## src/rtl/sdcd_pkg.sv

```systemverilog
package sdcd_pkg;

  localparam int REG_W         = 32;
  localparam int PRE_CODE_W    = 3;
  localparam int FIN_CODE_W    = 2;
  localparam int PRE_MAX_CODE  = 4;
  localparam int FIN_MAX_CODE  = 1;
  localparam int HS_PRE_LIMIT  = 2;
  localparam int PRE_CNT_W     = PRE_MAX_CODE;
  localparam int PRE_RATIO_W   = PRE_MAX_CODE + 1;
  localparam int FIN_CNT_W     = 2;
  localparam int RATIO_W       = PRE_RATIO_W + 2;

  localparam int ERR_BIT       = 31;
  localparam int HS_STOP_BIT   = 9;
  localparam int CARD_STOP_BIT = 8;
  localparam int PRE_LSB       = 2;
  localparam int FIN_LSB       = 0;

  typedef struct packed {
    logic                  hs_stop;
    logic                  card_stop;
    logic [PRE_CODE_W-1:0] pre;
    logic [FIN_CODE_W-1:0] fin;
  } div_cfg_t;

  localparam div_cfg_t CFG_RESET = '{hs_stop: 1'b1, card_stop: 1'b1,
                                     pre: '0, fin: FIN_CODE_W'(1)};

  function automatic logic [PRE_RATIO_W-1:0] pre_ratio(input logic [PRE_CODE_W-1:0] code);
    pre_ratio = PRE_RATIO_W'(1) << code;
  endfunction

  function automatic logic [FIN_CNT_W:0] fin_ratio(input logic [FIN_CODE_W-1:0] code);
    fin_ratio = (code == FIN_CODE_W'(1)) ? 3'd4 : 3'd2;
  endfunction

endpackage

```

## src/rtl/sdcd_rst_sync.sv

```systemverilog
module sdcd_rst_sync #(
  parameter int STAGES = 2
) (
  input  logic clk,
  input  logic rst_n,
  output logic rst_n_sync
);
  logic [STAGES-1:0] chain_q;
  logic [STAGES-1:0] chain_d;

  always_comb begin
    chain_d = {chain_q[STAGES-2:0], 1'b1};
  end

  always_ff @(posedge clk or negedge rst_n) begin
    if (!rst_n) chain_q <= '0;
    else        chain_q <= chain_d;
  end

  assign rst_n_sync = chain_q[STAGES-1];
endmodule

```

## src/rtl/sdcd_ctrl_reg.sv

```systemverilog
module sdcd_ctrl_reg
  import sdcd_pkg::*;
(
  input  logic             clk,
  input  logic             rst_n,
  input  logic             wr,
  input  logic [REG_W-1:0] wdata,
  output div_cfg_t         cfg,
  output logic             err,
  output logic [REG_W-1:0] rdata
);
  div_cfg_t cfg_q, cfg_d, wr_cfg;
  logic     err_q, err_d;
  logic     bad_code;

  always_comb begin
    wr_cfg.hs_stop   = wdata[HS_STOP_BIT];
    wr_cfg.card_stop = wdata[CARD_STOP_BIT];
    wr_cfg.pre       = wdata[PRE_LSB +: PRE_CODE_W];
    wr_cfg.fin       = wdata[FIN_LSB +: FIN_CODE_W];
    bad_code = (int'(wr_cfg.pre) > PRE_MAX_CODE) || (int'(wr_cfg.fin) > FIN_MAX_CODE);
  end

  always_comb begin
    cfg_d = cfg_q;
    err_d = err_q;
    if (wr) begin
      if (wdata[ERR_BIT]) err_d = 1'b0;
      cfg_d.hs_stop   = wr_cfg.hs_stop;
      cfg_d.card_stop = wr_cfg.card_stop;
      if (bad_code) begin
        err_d = 1'b1;
      end else begin
        cfg_d.pre = wr_cfg.pre;
        cfg_d.fin = wr_cfg.fin;
      end
    end
  end

  always_ff @(posedge clk or negedge rst_n) begin
    if (!rst_n) begin
      cfg_q <= CFG_RESET;
      err_q <= 1'b0;
    end else begin
      cfg_q <= cfg_d;
      err_q <= err_d;
    end
  end

  always_comb begin
    rdata                            = '0;
    rdata[ERR_BIT]                   = err_q;
    rdata[HS_STOP_BIT]               = cfg_q.hs_stop;
    rdata[CARD_STOP_BIT]             = cfg_q.card_stop;
    rdata[PRE_LSB +: PRE_CODE_W]     = cfg_q.pre;
    rdata[FIN_LSB +: FIN_CODE_W]     = cfg_q.fin;
  end

  assign cfg = cfg_q;
  assign err = err_q;

  // a reserved code leaves both divider fields as they were
  p_bad_write_keeps_r8: assert property (@(posedge clk) disable iff (!rst_n)
    (wr && bad_code) |=> ($stable(cfg_q.pre) && $stable(cfg_q.fin)));

  // error flag only drops on an explicit clearing write
  p_err_sticky_r8: assert property (@(posedge clk) disable iff (!rst_n)
    (err_q && !(wr && wdata[ERR_BIT])) |=> err_q);
endmodule

```

## src/rtl/sdcd_div_core.sv

```systemverilog
module sdcd_div_core
  import sdcd_pkg::*;
(
  input  logic                 clk,
  input  logic                 rst_n,
  input  div_cfg_t             cfg,
  output div_cfg_t             act,
  output logic                 pre_tick,
  output logic                 wrap,
  output logic [FIN_CNT_W-1:0] fin_cnt,
  output logic [RATIO_W-1:0]   ratio
);
  logic [PRE_CNT_W-1:0]   pre_cnt_q, pre_cnt_d;
  logic [FIN_CNT_W-1:0]   fin_cnt_q, fin_cnt_d;
  div_cfg_t               act_q, act_d;
  logic [PRE_RATIO_W-1:0] pre_r;
  logic [FIN_CNT_W:0]     fin_r;
  logic                   hs_illegal;

  always_comb begin
    pre_r    = pre_ratio(act_q.pre);
    fin_r    = fin_ratio(act_q.fin);
    pre_tick = ({1'b0, pre_cnt_q} == pre_r - PRE_RATIO_W'(1));
    wrap     = pre_tick && ({1'b0, fin_cnt_q} == fin_r - 3'd1);
    ratio    = (act_q.fin == FIN_CODE_W'(1)) ? (RATIO_W'(pre_r) << 2)
                                             : (RATIO_W'(pre_r) << 1);
  end

  always_comb begin
    hs_illegal = (int'(cfg.pre) >= HS_PRE_LIMIT);
    pre_cnt_d  = pre_cnt_q + PRE_CNT_W'(1);
    fin_cnt_d  = fin_cnt_q;
    act_d      = act_q;
    if (pre_tick) begin
      pre_cnt_d = '0;
      fin_cnt_d = fin_cnt_q + FIN_CNT_W'(1);
    end
    if (wrap) begin
      fin_cnt_d       = '0;
      act_d           = cfg;
      act_d.hs_stop   = cfg.hs_stop | hs_illegal;
    end
  end

  always_ff @(posedge clk or negedge rst_n) begin
    if (!rst_n) begin
      pre_cnt_q <= '0;
      fin_cnt_q <= '0;
      act_q     <= CFG_RESET;
    end else begin
      pre_cnt_q <= pre_cnt_d;
      fin_cnt_q <= fin_cnt_d;
      act_q     <= act_d;
    end
  end

  assign act     = act_q;
  assign fin_cnt = fin_cnt_q;

  // the applied setting moves only on a joint wrap
  p_switch_at_wrap_r9: assert property (@(posedge clk) disable iff (!rst_n)
    !wrap |=> $stable(act_q));

  // a running high-speed output implies a low pre-divider code
  p_hs_legal_r6: assert property (@(posedge clk) disable iff (!rst_n)
    !act_q.hs_stop |-> (int'(act_q.pre) < HS_PRE_LIMIT));

  // reported ratio is always one of the legal powers of two
  p_ratio_legal_r3: assert property (@(posedge clk) disable iff (!rst_n)
    ($countones(ratio) == 1) && (ratio >= RATIO_W'(2)) && (ratio <= RATIO_W'(64)));

  // pre-divider counter never passes its terminal value
  p_pre_bound_r2: assert property (@(posedge clk) disable iff (!rst_n)
    ({1'b0, pre_cnt_q} < pre_r));
endmodule

```

## src/rtl/sdcd_out_gate.sv

```systemverilog
module sdcd_out_gate
  import sdcd_pkg::*;
(
  input  logic                 clk,
  input  logic                 rst_n,
  input  div_cfg_t             act,
  input  logic                 pre_tick,
  input  logic                 wrap,
  input  logic [FIN_CNT_W-1:0] fin_cnt,
  output logic                 card_clk,
  output logic                 card_ce,
  output logic                 hs_ce,
  output logic                 both_on
);
  logic [FIN_CNT_W:0] half;

  always_comb begin
    half     = fin_ratio(act.fin) >> 1;
    card_ce  = !act.card_stop && wrap;
    card_clk = !act.card_stop && ({1'b0, fin_cnt} >= half);
    hs_ce    = !act.hs_stop && pre_tick;
    both_on  = !act.card_stop && !act.hs_stop;
  end

  // each card strobe closes a high phase of the card level
  p_ce_in_high_r4: assert property (@(posedge clk) disable iff (!rst_n)
    card_ce |-> card_clk);

  // card level falls only right after a card strobe
  p_fall_after_ce_r4: assert property (@(posedge clk) disable iff (!rst_n)
    (card_clk && !card_ce) |=> card_clk);
endmodule

```

## src/rtl/sd_clkdiv.sv

```systemverilog
module sd_clkdiv
  import sdcd_pkg::*;
#(
  parameter int SYNC_STAGES = 2
) (
  input  logic               clk,
  input  logic               rst_n,
  input  logic               bus_wr,
  input  logic [REG_W-1:0]   bus_wdata,
  output logic [REG_W-1:0]   bus_rdata,
  output logic               card_clk,
  output logic               card_ce,
  output logic               hs_ce,
  output logic [RATIO_W-1:0] div_ratio,
  output logic               both_on
);
  logic                 rst_n_s;
  div_cfg_t             cfg, act;
  logic                 err;
  logic                 pre_tick, wrap;
  logic [FIN_CNT_W-1:0] fin_cnt;

  sdcd_rst_sync #(.STAGES(SYNC_STAGES)) u_rst (
    .clk(clk), .rst_n(rst_n), .rst_n_sync(rst_n_s));

  sdcd_ctrl_reg u_reg (
    .clk(clk), .rst_n(rst_n_s), .wr(bus_wr), .wdata(bus_wdata),
    .cfg(cfg), .err(err), .rdata(bus_rdata));

  sdcd_div_core u_core (
    .clk(clk), .rst_n(rst_n_s), .cfg(cfg), .act(act), .pre_tick(pre_tick),
    .wrap(wrap), .fin_cnt(fin_cnt), .ratio(div_ratio));

  sdcd_out_gate u_gate (
    .clk(clk), .rst_n(rst_n_s), .act(act), .pre_tick(pre_tick), .wrap(wrap),
    .fin_cnt(fin_cnt), .card_clk(card_clk), .card_ce(card_ce), .hs_ce(hs_ce),
    .both_on(both_on));

  // error bit on the bus mirrors the sticky flag
  p_err_visible_r8: assert property (@(posedge clk) disable iff (!rst_n_s)
    bus_rdata[ERR_BIT] == err);
endmodule

```

## config.mk

```make
export PLATFORM = sky130hd
export DESIGN_NAME = sd_clkdiv
export DESIGN_NICKNAME = d
export VERILOG_FILES = /design/src/rtl/sdcd_pkg.sv /design/src/rtl/sdcd_rst_sync.sv /design/src/rtl/sdcd_ctrl_reg.sv /design/src/rtl/sdcd_div_core.sv /design/src/rtl/sdcd_out_gate.sv /design/src/rtl/sd_clkdiv.sv
export SDC_FILE = /design/constraint.sdc
export NUM_CORES = 1
export LEC_CHECK = 0
export CELL_PAD_IN_SITES_DETAIL_PLACEMENT = 1
export CELL_PAD_IN_SITES_GLOBAL_PLACEMENT = 1
export CORE_MARGIN = 5
export CORE_UTILIZATION = 30
export CTS_CLUSTER_SIZE = 10
export DETAILED_ROUTE_END_ITERATION = 6
export PLACE_DENSITY = 0.9
export SYNTH_ARGS = -nofsm -noshare
export SYNTH_HDL_FRONTEND = slang
export SYNTH_SLANG_ARGS = --single-unit
```

## constraint.sdc

```tcl
create_clock -name clk -period 4.7 [get_ports clk]
set_clock_uncertainty 0.1 [all_clocks]
set_input_delay 0.47 -clock clk [delete_from_list [all_inputs] [get_ports clk]]
set_output_delay 0.47 -clock clk [all_outputs]
set_load 0.005 [all_outputs]
```

==> results summary, run 1 <==
The largest net degree at the start of global routing is 22. The width of the die came out at 77.6 um. The chip height is ~78 um. In this run the clock root is driven by a sky130_fd_sc_hd__clkbuf_8. The total number of yosys warnings came out at 0. The headroom to the max-slew limit came out at about 45%. The critical path is of the flip-flop to output port type. The average size of a mapped cell is approximately 11 um2. The number of hold buffers added after cts came out at 0.

The clock buffer count from CTS is 3. Registers take just under 600 um2. After detailed routing, the number of vias per cell comes to around 4.4. TritonCTS built the clock tree. STA classifies the critical path startpoint as a flip-flop. The filler cells instantiated in the layout total about 520. Sequential elements use a little over two fifths of the synthesized area. The placed wire-length estimate after detailed placement came out at 1990 um. The number of flops mapped to enable cells by yosys came out at 0. The met2 track utilization from global routing is about 14%. The synthesized netlist cell count is 130. The number of buffers between clock root and the deepest sink is 2. The full die area is between 6000 and 7000 um2. The global routing stage identified its most utilized layer as met2.

The sum of routed wire length over all layers is between 2000 and 3000 um. The worst hold slack after final layout is between 0.2 and 0.25 ns. Setup repair after global routing left no endpoint under its margin. The routed layout has about 920 vias. The reg-to-reg setup timing slack came out at between 2 and 2.5 ns. The area of the core came out at ~4400 um2.

After floorplanning, the core was divided into 24 placement rows. The effective utilization at floorplan came out at 31.3%. Data on the critical path is required at its endpoint by 4.13 ns. The clock sink count is 23. By instance count, the leading cell after synthesis is sky130_fd_sc_hd__buf_4. By area the synthesized netlist is led by sky130_fd_sc_hd__dfrtp_1, sky130_fd_sc_hd__buf_4, sky130_fd_sc_hd__dfstp_2, sky130_fd_sc_hd__mux2_2, sky130_fd_sc_hd__ha_1. For the pin with the worst max-slew slack, the measured transition is 0.828 ns. The number of iterations in the first detailed-routing pass came out at 2. The run finished with clean final reports.

The number of routed nets with antenna violations is 0. The number of setup buffers added after CTS came out at 0. Global routing consumed, on the met3 layer, 2.08% of the routing resources. The initial antenna violation count came to 0. The flip-flop and latch count after synthesis came out at 23. The data arrival at the endpoint of the critical path is approximately 2.5 ns. The area fraction of the dominant cell type after synthesis is 31.0%.

The mapped netlist covers about 1400 um2. For this run, global-route usage on met1 was measured as 11.0%. The post-place instance area came out at 1590 um2. The maximum achievable frequency is ~0.32 GHz. The worst register-to-register path begins at u_core.act[0]$_DFFE_PN1P_. The number of buffers inserted by port buffering came out at 28. The count of pins over their slew limit is 0. The final core utilization came out at 37.4%. Ranked by instance count, the synthesized netlist is headed by sky130_fd_sc_hd__buf_4, sky130_fd_sc_hd__dfrtp_1, sky130_fd_sc_hd__mux2_2, sky130_fd_sc_hd__nor2_1. The predominant post-synthesis flop cell is sky130_fd_sc_hd__dfrtp_1. The DRC violation total after the first TritonRoute iteration came out at 20. The top fanout value on the critical path is 10. The total setup violations reported at the end of the flow is 0. Relative to the synthesized area, the layout overhead comes to 19.7%. The share of layout cells above drive strength 1 came out at approximately 18%. The area occupied by multi-input gates is approximately 660 um2.

Summed over all layers, the global routing overflow is 0. The number of design rule violations left after detail routing is 0. The peak supply drop came out at approximately 0.22 mV. The power per cell area came out at 534 nW/um2. The last weighted congestion value of the routability-driven placer came out at between 0.6 and 0.7.

The total negative setup slack is 0 ns. The type of the most critical hold path is flip-flop to asynchronous set/reset pin. Counting cells, the worst reg-to-reg path comes to 6. The number of global-route vias before repair came out at roughly 930.

The count of different cell masters after synthesis came out at 37. The first-pass GRT wire length came out at 4250 um. The shortest period the worst path allows is approximately 3.1 ns. The deepest level of the CTS H-tree came out at 1.

Global routing used between 8 and 9% of the available tracks across all layers. The count of instances resized after the clock tree is built came out at 0. The routed length per placed instance came out at approximately 12 um. The final layout net count is 196. The clock latency of the later-clocked register in the worst-skew pair is around 0.26 ns. The area of all placed cells without fillers is around 1600 um2.

The final hold violation count is 0. The endpoint of the worst register-to-register path is u_core.act[3]$_DFFE_PN0P_. The clock-pin transition on the worst setup and hold timing paths came out at roughly 0.090 ns.

The number of inserted diodes came out at 0. The count of maximum capacitance violations is 0. The leakage dissipation is just under 0.0007 uW.

The share of flip-flops with an asynchronous set or reset after synthesis is 100%. sky130_fd_sc_hd__dfrtp_1 takes more of the synthesized area than any other cell. The worst setup path is captured at an output port. Dividing the final minimum period by the clock period gives between 60 and 70%. Pin placement for this block handled about 80 I/O pins.
==> worst max-delay path, stage by stage, from the launching register on <==
cell and delay [ns]:
sky130_fd_sc_hd__dfrtp_1 0.57, sky130_fd_sc_hd__nor2_2 0.10, sky130_fd_sc_hd__or4b_4 0.53, sky130_fd_sc_hd__a22o_4 0.32, sky130_fd_sc_hd__nor3_1 0.20, sky130_fd_sc_hd__clkdlybuf4s50_1 0.53
==> cells by family (layout without fill, tap and decap cells) <==
kind of cell	after synthesis	after routing	synth area share, %
DFF	23	23	42.5
AOI/OAI and AO/OA	12	12	6.93
other	2	26	0.548
and+or+nand+nor	40	40	16.3
adders and majority gates	3	3	2.74
buffers and inverters	31	34	16.2
muxes	15	15	12.2
xor gates and xnor gates	4	4	2.56
==> layout make-up <==
class                      instances  share of cell area (%)
tap                               52                    3.96
sequential                        23                    35.5
clock buffer                       3                    2.52
inverter                           2                   0.457
timing repair buffer              28                    17.1
multi-input combinational        100                    40.0
clock inverter                     1                   0.457
==> routing by layer <==
| metal | vias to the layer above | part of all wire [%] |
|---|---|---|
| met2 | 32 | 47 |
| met5 | - | 0 |
| met1 | 447 | 45 |
| met4 | 0 | 0.62 |
| met3 | 2 | 7.3 |
| li1 | 442 | - |
==> placed cells by master (no fill, tap or decap), drive strengths merged, types with 4 or more instances in the layout <==
cell type	synthesis	routed
a21oi	4	4
and2	4	4
clkdlybuf4s50	0	28
conb	2	26
dfrtp	17	17
dfstp	6	6
mux2	14	14
nand2	6	6
nor2	12	12
o21ai	4	4
==> registers in the layout, indices dropped and copies added (netlist names) <==
signal,count
u_rst.chain_q,2
u_reg.cfg,7
u_core.act,7
u_core.fin_cnt,2
u_reg.err,1
u_core.pre_cnt_q,4
==> per-stage QoR <==
step | cells | setup slack [ns] | total power [uW]
2_1_floorplan | 154 | 2.53 | 625
3_3_place_gp | 205 | 1.94 | 744
3_5_place_dp | 205 | 1.93 | 760
4_1_cts | 209 | 1.60 | 892
5_1_grt | 209 | 1.45 | 954
6_report | 209 | 1.62 | 877
==> power by group <==
group	internal (uW)	switching, uW	leakage [uW]	total, uW
Clock	59.9	64.5	0.0000217	124
Sequential	270	96.9	0.000271	366
Combinational	228	158	0.000404	386
==> worst max path at each step <==
stage | slack (ns) | from | end | cells after the start
after floorplan | 2.53 | u_core.act[0]$_DFFE_PN1P_ | u_core.act[1]$_DFFE_PN0P_ | 6
after global placement | 1.94 | u_core.act[3]$_DFFE_PN0P_ | card_ce | 5
after detailed placement | 1.93 | u_core.act[3]$_DFFE_PN0P_ | card_ce | 5
after CTS | 1.60 | u_core.act[3]$_DFFE_PN0P_ | card_ce | 5
after global routing | 1.45 | u_core.act[3]$_DFFE_PN0P_ | card_ce | 5
final | 1.62 | u_core.act[2]$_DFFE_PN0P_ | card_ce | 5
No activity file was read; power rests on OpenSTA's default activity.
==> run 2, diff against run 1 <==
--- a/config.mk
+++ b/config.mk
@@ -8,10 +8,10 @@
 export CELL_PAD_IN_SITES_DETAIL_PLACEMENT = 1
 export CELL_PAD_IN_SITES_GLOBAL_PLACEMENT = 1
 export CORE_MARGIN = 5
-export CORE_UTILIZATION = 30
+export CORE_UTILIZATION = 27
 export CTS_CLUSTER_SIZE = 10
 export DETAILED_ROUTE_END_ITERATION = 6
-export PLACE_DENSITY = 0.9
+export PLACE_DENSITY = 0.83
 export SYNTH_ARGS = -nofsm -noshare
 export SYNTH_HDL_FRONTEND = slang
 export SYNTH_SLANG_ARGS = --single-unit
==> constraint.sdc (replaced) <==
create_clock -name clk -period 2.9 [get_ports clk]
set_clock_uncertainty 0.1 [all_clocks]
set_input_delay 0.29 -clock clk [delete_from_list [all_inputs] [get_ports clk]]
set_output_delay 0.29 -clock clk [all_outputs]
set_load 0.005 [all_outputs]
==> run 2 against run 1 <==
Via count grew 2.8%. Die area grew 9.6%. Sequential power grew 48%. Combinational power grew 88%. Clock power grew 68%. Hold slack lost 0.17 ns. Total power grew 68%. Critical path type unchanged.
==> results summary, run 2 (same netlist as run 1, synthesis figures left out) <==
The final layout net count came out at 200. The number of design rule violations left after detail routing is 0. Counting the buffers created by CTS gives 3.

The power per cell area came out at slightly below 900 nW/um2. The maximum achievable frequency came out at roughly 0.37 GHz. Setup repair after global routing left no endpoint under its margin.

The last weighted congestion value of the routability-driven placer came out at 0.697. The clock-pin transition on the worst setup and hold timing paths came out at approximately 0.08 ns. STA classifies the critical path endpoint as an output port. The first-pass GRT wire length is 4690 um. After detailed placement, the design holds a cell count of between 200 and 250.

The share of layout cells above drive strength 1 is 19.9%. CTS built an H-tree with a depth of 1. For the pin with the worst max-slew slack, the measured transition is between 0.8 and 0.9 ns. The initial antenna violation count is 0.

The largest net degree at the start of global routing came out at 22. The data required time at the worst endpoint is 2.51 ns. The number of routed nets with antenna violations is 0. After clock tree synthesis, the setup repair step added 0 buffers. At the later pin of the worst-skew pair, clock insertion delay measures roughly 0.27 ns. The number of hold buffers added after cts is 0.

The run finished with clean final reports. The routed design could run at a clock period as short as 2.70 ns. The commonest non-fill, non-tap cell in the layout is sky130_fd_sc_hd__clkdlybuf4s50_1.

Leaving out fill and tap cells, the most frequent cells in the layout are sky130_fd_sc_hd__clkdlybuf4s50_1, sky130_fd_sc_hd__conb_1, sky130_fd_sc_hd__dfrtp_1. Summing over every cut layer, the via total after detailed routing is 949. For the final routed database, the setup TNS stands at 0 ns. TritonCTS built the clock tree.

The number of global-route vias before repair is 985. The count of maximum capacitance violations came out at 0. The relative area change from synthesis to final layout is 23.5%. The number of inserted diodes came out at 0. After legalization and detailed placement, the total HPWL measured between 2000 and 2500 um.

The leakage dissipation came out at a little over 0.0007 uW. Dividing the detail-routed via count by the number of cells gives between 4 and 5. The floorplan step set the die height to between 80 and 90 um. The critical path is of the flip-flop to output port type. Dividing the detail-routed wire length by the instance count gives about 12 um.

Buffers placed on the I/O ports in this run total 28. The root buffer cell chosen for the clock tree is sky130_fd_sc_hd__clkbuf_8. The worst pin sits at a relative slew slack of 43.9%. The global-route usage over all layers came out at a little over 9%.

In this run the standard cell core region covers roughly 5000 um2. The final hold violation count came out at 0. The peak supply drop is about 0.36 mV. The number of iterations in the first detailed-routing pass is 3.

The type of the most critical hold path is input pin to asynchronous set/reset pin. The data arrival at the endpoint of the critical path came out at around 2.3 ns. The depth of the most critical reg-to-reg path came out at 6. The final critical-path share of the clock period came out at 92.9%. The count of pins over their slew limit is 0. The sum of routed wire length over all layers came out at between 2000 and 3000 um. The number of top-level pins is approximately 80. The number of fillers in the final layout came out at 604.

STA classifies the critical path startpoint as a flip-flop. The number of buffers between clock root and the deepest sink is 2. Leaving out filler cells and counting taps, the final layout contains about 230. The DRC violation total after the first TritonRoute iteration is 9. The worst hold slack after final layout came out at 0.0712 ns. The number of core rows is 26. Summed over all layers, the global routing overflow is 0. The full die area came out at 6600 um2.

The effective utilization at floorplan came out at between 20% and 30%. The count of instances resized after the clock tree is built is 0. The floorplan step set the die width to 81.3 um. In this run the worst path has a maximum fanout of 8.

The total setup violations reported at the end of the flow came out at 0. The clock drives 23 sinks. The reg-to-reg setup timing slack is between 0.6 and 0.7 ns.
[run 2: worst paths after layout]
| check | startpoint | endpoint |
|---|---|---|
| worst min register to register | u_rst.chain_q[1]$_DFF_PN0_ | u_core.pre_cnt_q[2]$_DFF_PN0_ |
| worst max register to register | u_core.act[0]$_DFFE_PN1P_ | u_core.act[1]$_DFFE_PN0P_ |
| max in group asynchronous | u_rst.chain_q[1]$_DFF_PN0_ | u_core.pre_cnt_q[1]$_DFF_PN0_ |
| min in group clk | u_rst.chain_q[0]$_DFF_PN0_ | u_rst.chain_q[1]$_DFF_PN0_ |
| worst min-delay path | rst_n | u_rst.chain_q[0]$_DFF_PN0_ |
| worst max-delay path | u_core.pre_cnt_q[3]$_DFF_PN0_ | card_ce |
[run 2: final cells by class]
| class | instances | area [um2] | share of cell area, % |
|---|---|---|---|
| clock buffer | 3 | 41.3 | 2.44 |
| clock inverter | 1 | 7.51 | 0.443 |
| inverter | 2 | 7.51 | 0.443 |
| multi-input combinational | 100 | 657 | 38.8 |
| sequential | 23 | 583 | 34.4 |
| tap | 70 | 87.6 | 5.17 |
| timing repair buffer | 32 | 310 | 18.3 |
[run 2: through the flow]
stage / instance area, um2 / power (uW) / util, % / setup WS, ns
CTS: 1690 / 1500 / 33.8 / 0.181
detailed placement: 1650 / 1280 / 32.8 / 0.510
global placement: 1650 / 1250 / 32.8 / 0.497
floorplan: 1460 / 1010 / - / 0.734
finish: 1690 / 1480 / 33.8 / 0.204
global route: 1690 / 1600 / 33.8 / 0.0626
[run 2: report_power, final]
| group | switching, uW | internal (uW) | total [uW] |
|---|---|---|---|
| sequential | 105 | 438 | 543 |
| combinational | 324 | 402 | 726 |
| clock | 111 | 97.5 | 208 |
| total | 539 | 938 | 1480 |
[run 2: per-layer routing]
layer	GRT usage, %	share of wire (%)	up-vias
li1	-	-	450
met1	11.3	42	460
met2	14.9	48	34
met3	1.77	7.4	5
met4	5.07	2.0	0
met5	0	0	-
[run 2: worst max-delay path: stages, from the launching register on]
cell and delay, ns:
sky130_fd_sc_hd__dfrtp_1 0.42, sky130_fd_sc_hd__or4b_4 0.56, sky130_fd_sc_hd__a22o_4 0.32, sky130_fd_sc_hd__nor3_1 0.19
sky130_fd_sc_hd__clkdlybuf4s50_1 0.54
